<file path="config.mk">
export PLATFORM = sky130hd
export DESIGN_NAME = tick_prescaler_sel
export DESIGN_NICKNAME = d
export VERILOG_FILES = /design/src/rtl/tick_sel_pkg.sv /design/src/rtl/presc_counter.sv /design/src/rtl/pin_edge_detect.sv /design/src/rtl/tick_mux.sv /design/src/rtl/tick_prescaler_sel.sv
export SDC_FILE = /design/constraint.sdc
export NUM_CORES = 1
export LEC_CHECK = 0
export CAP_MARGIN = 10
export CORE_MARGIN = 2
export CORE_UTILIZATION = 45
export CTS_BUF_LIST = sky130_fd_sc_hd__clkbuf_8 sky130_fd_sc_hd__clkbuf_16
export DETAILED_ROUTE_END_ITERATION = 7
export PLACE_DENSITY = 0.67
export SETUP_SLACK_MARGIN = 0.4
export SYNTH_ARGS = -nofsm -noshare
export SYNTH_HDL_FRONTEND = slang
export SYNTH_HIERARCHICAL = 1
export SYNTH_SLANG_ARGS = --single-unit
</file>
<file path="constraint.sdc">
create_clock -name clk_i -period 3.5 [get_ports clk_i]
set_input_delay 1.05 -clock clk_i [delete_from_list [all_inputs] [get_ports clk_i]]
set_output_delay 1.05 -clock clk_i [all_outputs]
set_load 0.005 [all_outputs]
</file>
<file path="src/rtl/tick_sel_pkg.sv">
package tick_sel_pkg;

  typedef enum logic [2:0] {
    SEL_OFF      = 3'd0,
    SEL_DIV1     = 3'd1,
    SEL_DIV8     = 3'd2,
    SEL_DIV64    = 3'd3,
    SEL_DIV256   = 3'd4,
    SEL_DIV1024  = 3'd5,
    SEL_PIN_FALL = 3'd6,
    SEL_PIN_RISE = 3'd7
  } sel_e;

  // Number of low prescaler bits that must be all ones for a divided pulse.
  function automatic int unsigned tap_bits(sel_e s);
    case (s)
      SEL_DIV8:    return 3;
      SEL_DIV64:   return 6;
      SEL_DIV256:  return 8;
      SEL_DIV1024: return 10;
      default:     return 0;
    endcase
  endfunction

  // True when the low 'bits' bits of cnt are all ones.
  function automatic logic low_bits_full(logic [31:0] cnt, int unsigned bits);
    logic [31:0] m;
    m = (32'd1 << bits) - 32'd1;
    return (cnt & m) == m;
  endfunction

endpackage

</file>
<file path="src/rtl/presc_counter.sv">
module presc_counter #(
  parameter int unsigned CNT_W = 10
) (
  input  logic             clk_i,
  input  logic             rst_ni,
  output logic [CNT_W-1:0] cnt_o
);
  always_ff @(posedge clk_i or negedge rst_ni) begin
    if (!rst_ni) cnt_o <= '0;
    else         cnt_o <= cnt_o + 1'b1;
  end
endmodule

</file>
<file path="src/rtl/pin_edge_detect.sv">
module pin_edge_detect #(
  parameter int unsigned SYNC_STAGES = 2
) (
  input  logic clk_i,
  input  logic rst_ni,
  input  logic pin_i,
  output logic rise_o,
  output logic fall_o
);
  localparam int unsigned CHAIN = SYNC_STAGES + 1;

  logic [CHAIN-1:0] stage_q;

  always_ff @(posedge clk_i or negedge rst_ni) begin
    if (!rst_ni) stage_q[0] <= 1'b0;
    else         stage_q[0] <= pin_i;
  end

  for (genvar g = 1; g < CHAIN; g++) begin : g_chain
    always_ff @(posedge clk_i or negedge rst_ni) begin
      if (!rst_ni) stage_q[g] <= 1'b0;
      else         stage_q[g] <= stage_q[g-1];
    end
  end

  // Synchronised level versus the level one cycle earlier.
  assign rise_o =  stage_q[CHAIN-2] & ~stage_q[CHAIN-1];
  assign fall_o = ~stage_q[CHAIN-2] &  stage_q[CHAIN-1];
endmodule

</file>
<file path="src/rtl/tick_mux.sv">
module tick_mux
  import tick_sel_pkg::*;
#(
  parameter int unsigned CNT_W = 10
) (
  input  logic [2:0]       sel_i,
  input  logic [CNT_W-1:0] cnt_i,
  input  logic             rise_i,
  input  logic             fall_i,
  output logic             div_hit_o,
  output logic             tick_d_o
);
  sel_e sel;
  assign sel = sel_e'(sel_i);

  always_comb begin
    div_hit_o = low_bits_full(32'(cnt_i), tap_bits(sel));
    case (sel)
      SEL_OFF:      tick_d_o = 1'b0;
      SEL_DIV1:     tick_d_o = 1'b1;
      SEL_PIN_FALL: tick_d_o = fall_i;
      SEL_PIN_RISE: tick_d_o = rise_i;
      default:      tick_d_o = div_hit_o;
    endcase
  end
endmodule

</file>
<file path="src/rtl/tick_prescaler_sel.sv">
module tick_prescaler_sel #(
  parameter int unsigned CNT_W       = 10,
  parameter int unsigned SYNC_STAGES = 2
) (
  input  logic       clk_i,
  input  logic       rst_ni,
  input  logic [2:0] sel_i,
  input  logic       ext_pin_i,
  output logic       tick_o
);
  logic [CNT_W-1:0] presc_cnt;
  logic             pin_rise;
  logic             pin_fall;
  logic             div_hit;
  logic             tick_d;

  presc_counter #(.CNT_W(CNT_W)) u_presc (
    .clk_i (clk_i),
    .rst_ni(rst_ni),
    .cnt_o (presc_cnt)
  );

  pin_edge_detect #(.SYNC_STAGES(SYNC_STAGES)) u_edge (
    .clk_i (clk_i),
    .rst_ni(rst_ni),
    .pin_i (ext_pin_i),
    .rise_o(pin_rise),
    .fall_o(pin_fall)
  );

  tick_mux #(.CNT_W(CNT_W)) u_mux (
    .sel_i    (sel_i),
    .cnt_i    (presc_cnt),
    .rise_i   (pin_rise),
    .fall_i   (pin_fall),
    .div_hit_o(div_hit),
    .tick_d_o (tick_d)
  );

  always_ff @(posedge clk_i or negedge rst_ni) begin
    if (!rst_ni) tick_o <= 1'b0;
    else         tick_o <= tick_d;
  end
endmodule

</file>
==> results of run 1 <==
[layer usage]
layer / part of all wire (%) / vias to the layer above / global-route usage, %
met5: 0 / - / 0
met4: 2.4 / 0 / 9.09
met3: 4.1 / 5 / 5.42
met2: 44 / 7 / 21.5
met1: 49 / 239 / 21.0
li1: - / 245 / -
[registers in the layout, indices dropped and copies added, names as in the netlist]
name	flops
tick_o	1
u_edge/stage_q	3
u_presc/cnt_o	10
[worst max-delay path, stage by stage]
cell and delay (ns):
clkdlybuf4s50_1 0.47, and2b_4 0.21, nor2_1 0.22, inv_1 0.07
ha_1 0.25, inv_1 0.09, o22ai_1 0.07, nand4bb_1 0.24
o41ai_2 0.32
[area by class of cell]
cell class              instances  area, um2  share of cell area [%]
clock buffers                   4       55.1                    6.45
inverters                       6       22.5                    2.64
well taps                      16       20.0                    2.35
multi-input cells              48        345                    40.5
flip-flops and latches         14        350                    41.1
repair buffers                  6       60.1                    7.04
[metrics by stage]
| step | instances | hold slack (ns) | utilization, % |
|---|---|---|---|
| 2_1_floorplan | 68 | 0.331 | - |
| 3_5_place_dp | 90 | 0.336 | 53.6 |
| 6_report | 94 | 0.347 | 57.3 |
| 3_3_place_gp | 90 | 0.332 | 53.6 |
| 4_1_cts | 94 | 0.349 | 57.3 |
| 5_1_grt | 94 | 0.362 | 57.3 |
[where the power goes]
group          total, mW  internal [mW]  switching, mW
Sequential         0.166          0.165       0.000919
Combinational     0.0313         0.0162         0.0151
Clock              0.154         0.0996         0.0546
Total              0.351          0.281         0.0706
[worst min-delay path by stage]
stage | from | end | slack, ns | cells past startpoint
2_1_floorplan | u_edge/stage_q[0] | u_edge/stage_q[1] | 0.33 | 0
3_3_place_gp | u_edge/stage_q[0] | u_edge/stage_q[1] | 0.33 | 0
3_5_place_dp | u_edge/stage_q[0] | u_edge/stage_q[1] | 0.34 | 0
4_1_cts | u_edge/stage_q[0] | u_edge/stage_q[1] | 0.35 | 0
5_1_grt | u_edge/stage_q[0] | u_edge/stage_q[1] | 0.36 | 0
6_report | u_edge/stage_q[0] | u_edge/stage_q[1] | 0.35 | 0
==> results.cfg, run 1 <==
[setup_path]
setup.worst_path.start = sel_i[1]
critical_path.max_fanout = 4
reg2regPathDepth = 3
critical_path_required_time_ns = 3.63
path_class = in -> reg
setup.reg_to_reg.worst_slack_ns = 2.26
critical_path_arrival_ns = 2.99
timing.critical_path.from_type = input port
endpoint = tick_o
worstReg2RegEnd = tick_o
setup.worst_path.end_class = flop
worst_r2r_startpoint = u_presc/cnt_o[2]

[route]
post-route-drc-count = 0
wire_per_inst_um = 12.9
initialDrtViolationCount = 5
detailroute.via_count = 496
ant_nets = 0
detailed_router_iteration_count_before_antenna_repair = 4
detail_route.vias_per_cell = 5.28
wirelength_um = 1210

[sta]
worstMarginPinSlew_ns = 0.615
fmax_mhz = 350
worst_clock_skew_ns = 0.00107
final_critical_path_setup_slack_ns = 0.642
number_of_setup_violations_in_the_final_report = 0
tns_ns = 0
slew_headroom_pct = 58.9
finalHoldViolations = 0
final.period_utilization_pct = 81.6
rsz0062_at_grt = false
final_period_minus_worst_setup_slack_ns = 2.86
finalMaxSlewViolations = 0

[run]
cap_viol_max_count = 0

[floorplanning]
die_area_um2 = 1920
start_util_pct = 48.0
placement_rows = 14
io_pins = 7
fp.dieW_um = 43.8
fp.dieH_um = 43.8
core-area_um2 = 1490

[clock_network]
holdBufCountCts = 0
cts_htree_levels = 1
path_clk_slew_ns = 0.06
tritoncts_num_sinks = 14
post-cts-setup-buffers = 0
cts_buffer_depth = 2
insertion_delay_ns = 0.24
cts-resized-gates = 0
clockRootBuffer = clkbuf_8
cts_tree = done
cts-buffers-inserted = 3

[grt]
grtUsageTotal_pct = 15.6
grt_first_pass_wirelength_um = 2120
antenna_found_initial = 0
maximum_number_of_pins_on_one_net_before_global_route_repair = 15
grt_remaining_overflow = 0
via_count_of_the_first_global_routing_pass = 501

[synth]
syn_area_um2 = 714
yosysWarningCount = 6
synthCells = 67
syn_area_per_cell_um2 = 10.7

[placed_design]
dpl.hpwl_um = 907
gp_congestion = 0.731
dpl-instance-area_um2 = 798
io_buffers = 6
setup_slack_after_placement_ns = 0.407

[power_and_ir_drop]
max-vdd-ir-drop_v = 0.000230
power.density_cell_area_nw_per_um2 = 412
static-leakage-power_nw = 0.396
total_power_uw = 351

[finish]
design_area_um2 = 853
layout.cells.most_common_list = dfrtp_1 (14), clkdlybuf4s50_1 (6), inv_1 (6)
diodes = 0
finalNetCount = 88
layout_commonest_cell = dfrtp_1
n_fill_cell = 132
area_growth_pct = 19.4
drive_gt1_share_pct = 12.8

[run_status]
outcome = finished clean

[worst_hold_path]
min-delay-path-class = reg -> reg
Power figures use the tool's default switching activity.
==> run 2, diff against run 1 <==
PLACE_DENSITY = 0.7   (was 0.67)
clock period = 2.46 ns   (was 3.5 ns; I/O delays follow)
==> results.cfg, run 2 (same netlist as run 1, synthesis figures left out) <==
[setup_path]
critical_path_arrival_ns = 2.13
reg2regPathDepth = 4
timing.critical_path.from_type = input port
timing.critical_path.cells = clkdlybuf4s15_1 > and2b_4 > nor2_4 > inv_1 > ha_2 > o22ai_1 > nand4bb_1 > o41ai_2
worstReg2RegEnd = u_presc/cnt_o[6]
peak_per_stage_delay_on_the_critical_path_ns = 0.30
cp_slowest_cell = ha_2
setup.worst_path.end_class = flop
critical_path.max_fanout = 2
worst_r2r_startpoint = u_presc/cnt_o[0]
critical_path_required_time_ns = 2.61
path_class = in -> reg
setup.reg_to_reg.worst_slack_ns = 1.26

[route]
wire_per_inst_um = 12.2
detailed_router_iteration_count_before_antenna_repair = 4
post-route-drc-count = 0
detailroute.via_count = 511
wirelength_um = 1240
detail_route.vias_per_cell = 5.01
initialDrtViolationCount = 12
ant_nets = 0

[clock_network]
cts_tree = done
insertion_delay_ns = 0.24
cts-buffers-inserted = 3
clockRootBuffer = clkbuf_8
cts_buffer_depth = 2
path_clk_slew_ns = 0.06
tritoncts_num_sinks = 14
holdBufCountCts = 0
cts_htree_levels = 1

[finish]
layout_commonest_cell = dfrtp_1
drive_gt1_share_pct = 25.6
area_growth_pct = 30.1
largest_register_ffs = 10
finalNetCount = 96
n_fill_cell = 127
layout.cells.most_common_list = dfrtp_1 (14), buf_4 (7), inv_1 (6)
diodes = 0
registers.top_by_ff_count = u_presc/cnt_o
biggestRegsByFlops = u_presc/cnt_o: 10 flops, u_edge/stage_q: 3 flops, tick_o: 1 flops

[sta]
finalHoldViolations = 0
final.period_utilization_pct = 80.5
final_period_minus_worst_setup_slack_ns = 1.98
hold_ws_ns = 0.347
worst_clock_skew_ns = 0.00458
number_of_setup_violations_in_the_final_report = 0
slew_headroom_pct = 60.1
tns_ns = 0
fmax_mhz = 505
worstMarginPinSlew_ns = 0.596
finalMaxSlewViolations = 0
rsz0062_at_grt = false

[worst_hold_path]
min-delay-start = u_edge/stage_q[0]
min-delay-path-class = reg -> reg
holdPathEnd = u_edge/stage_q[1]
worst_hold_path.num_cells = 0

[floorplanning]
fp.dieW_um = 43.8
io_pins = 7
die_area_um2 = 1920
placement_rows = 14
start_util_pct = 48.0
fp.dieH_um = 43.8
core-area_um2 = 1490

[power_and_ir_drop]
max-vdd-ir-drop_v = 0.000493
power.density_cell_area_nw_per_um2 = 550
static-leakage-power_nw = 0.442

[run]
cap_viol_max_count = 0

[placed_design]
dpl.hpwl_um = 900
gp_congestion = 0.731
io_buffers = 6

[grt]
antenna_found_initial = 0
grtUsageTotal_pct = 16.0
grt_first_pass_wirelength_um = 2160
via_count_of_the_first_global_routing_pass = 505
grt_remaining_overflow = 0
maximum_number_of_pins_on_one_net_before_global_route_repair = 15

[run_status]
outcome = finished clean
[run 2: changes by cell type in the layout (fill, tap and decap cells not counted)]
cell,before,now
buf_4,0,7
clkdlybuf4s50_1,6,4
buf_2,0,1
buf_6,0,1
clkdlybuf4s15_1,0,1
ha_1,3,2
ha_2,0,1
nor2_1,4,3
nor2_4,0,1
nor2b_1,3,2
nor2b_4,0,1
[run 2: per-stage QoR]
stage,cell area [um2],power [mW],setup slack [ns],instances,util (%)
floorplan,718,0.263,0.406,68,-
global placement,843,0.290,-0.0238,96,56.6
detailed placement,843,0.291,-0.0589,96,56.6
CTS,936,0.520,0.418,102,62.9
global route,930,0.537,0.407,102,62.4
finish,930,0.512,0.479,102,62.4
[run 2: area by class of cell]
class | instances | area, um2 | area share [%]
inverters | 6 | 22.5 | 2.42
repair buffers | 14 | 119 | 12.8
clock buffers | 4 | 55.1 | 5.92
flip-flops and latches | 14 | 350 | 37.7
well taps | 16 | 20.0 | 2.15
multi-input cells | 48 | 363 | 39.0
[run 2: worst max-delay path: cells and delay by family]
kind            cells  cell delay, ns
simple gates        3            0.52
compound gates      2            0.35
fa+ha+maj           1            0.30
buf+inv             2            0.23
[run 2: timing repair]
item	4_1_cts	5_1_grt
buffers inserted	2	0
pin swaps	4	2
endpoints found under the setup margin	1	1
gates resized for setup	11	1
[run 2: worst max path at each step]
| stage | from | end | slack, ns | depth (start not counted) |
|---|---|---|---|---|
| after floorplan | sel_i[2] | tick_o | 0.41 | 8 |
| after global placement | sel_i[2] | tick_o | -0.02 | 8 |
| after detailed placement | sel_i[2] | tick_o | -0.06 | 8 |
| after CTS | sel_i[1] | tick_o | 0.42 | 8 |
| after global routing | sel_i[2] | tick_o | 0.41 | 8 |
| final | sel_i[2] | tick_o | 0.48 | 8 |
[run 2: metal layers]
layer  vias to the layer above  share of wire, %  track usage, %
met5                         -                 0               0
met1                       240                45            19.3
met4                         0              0.72            10.9
met3                         2               2.7            2.92
li1                        265                 -               -
met2                         4                51            25.6
[run 2: power by group]
part | internal, mW | switching (mW) | total, mW
registers | 0.234 | 0.00145 | 0.236
logic | 0.0334 | 0.0246 | 0.0579
clock network | 0.142 | 0.0763 | 0.218
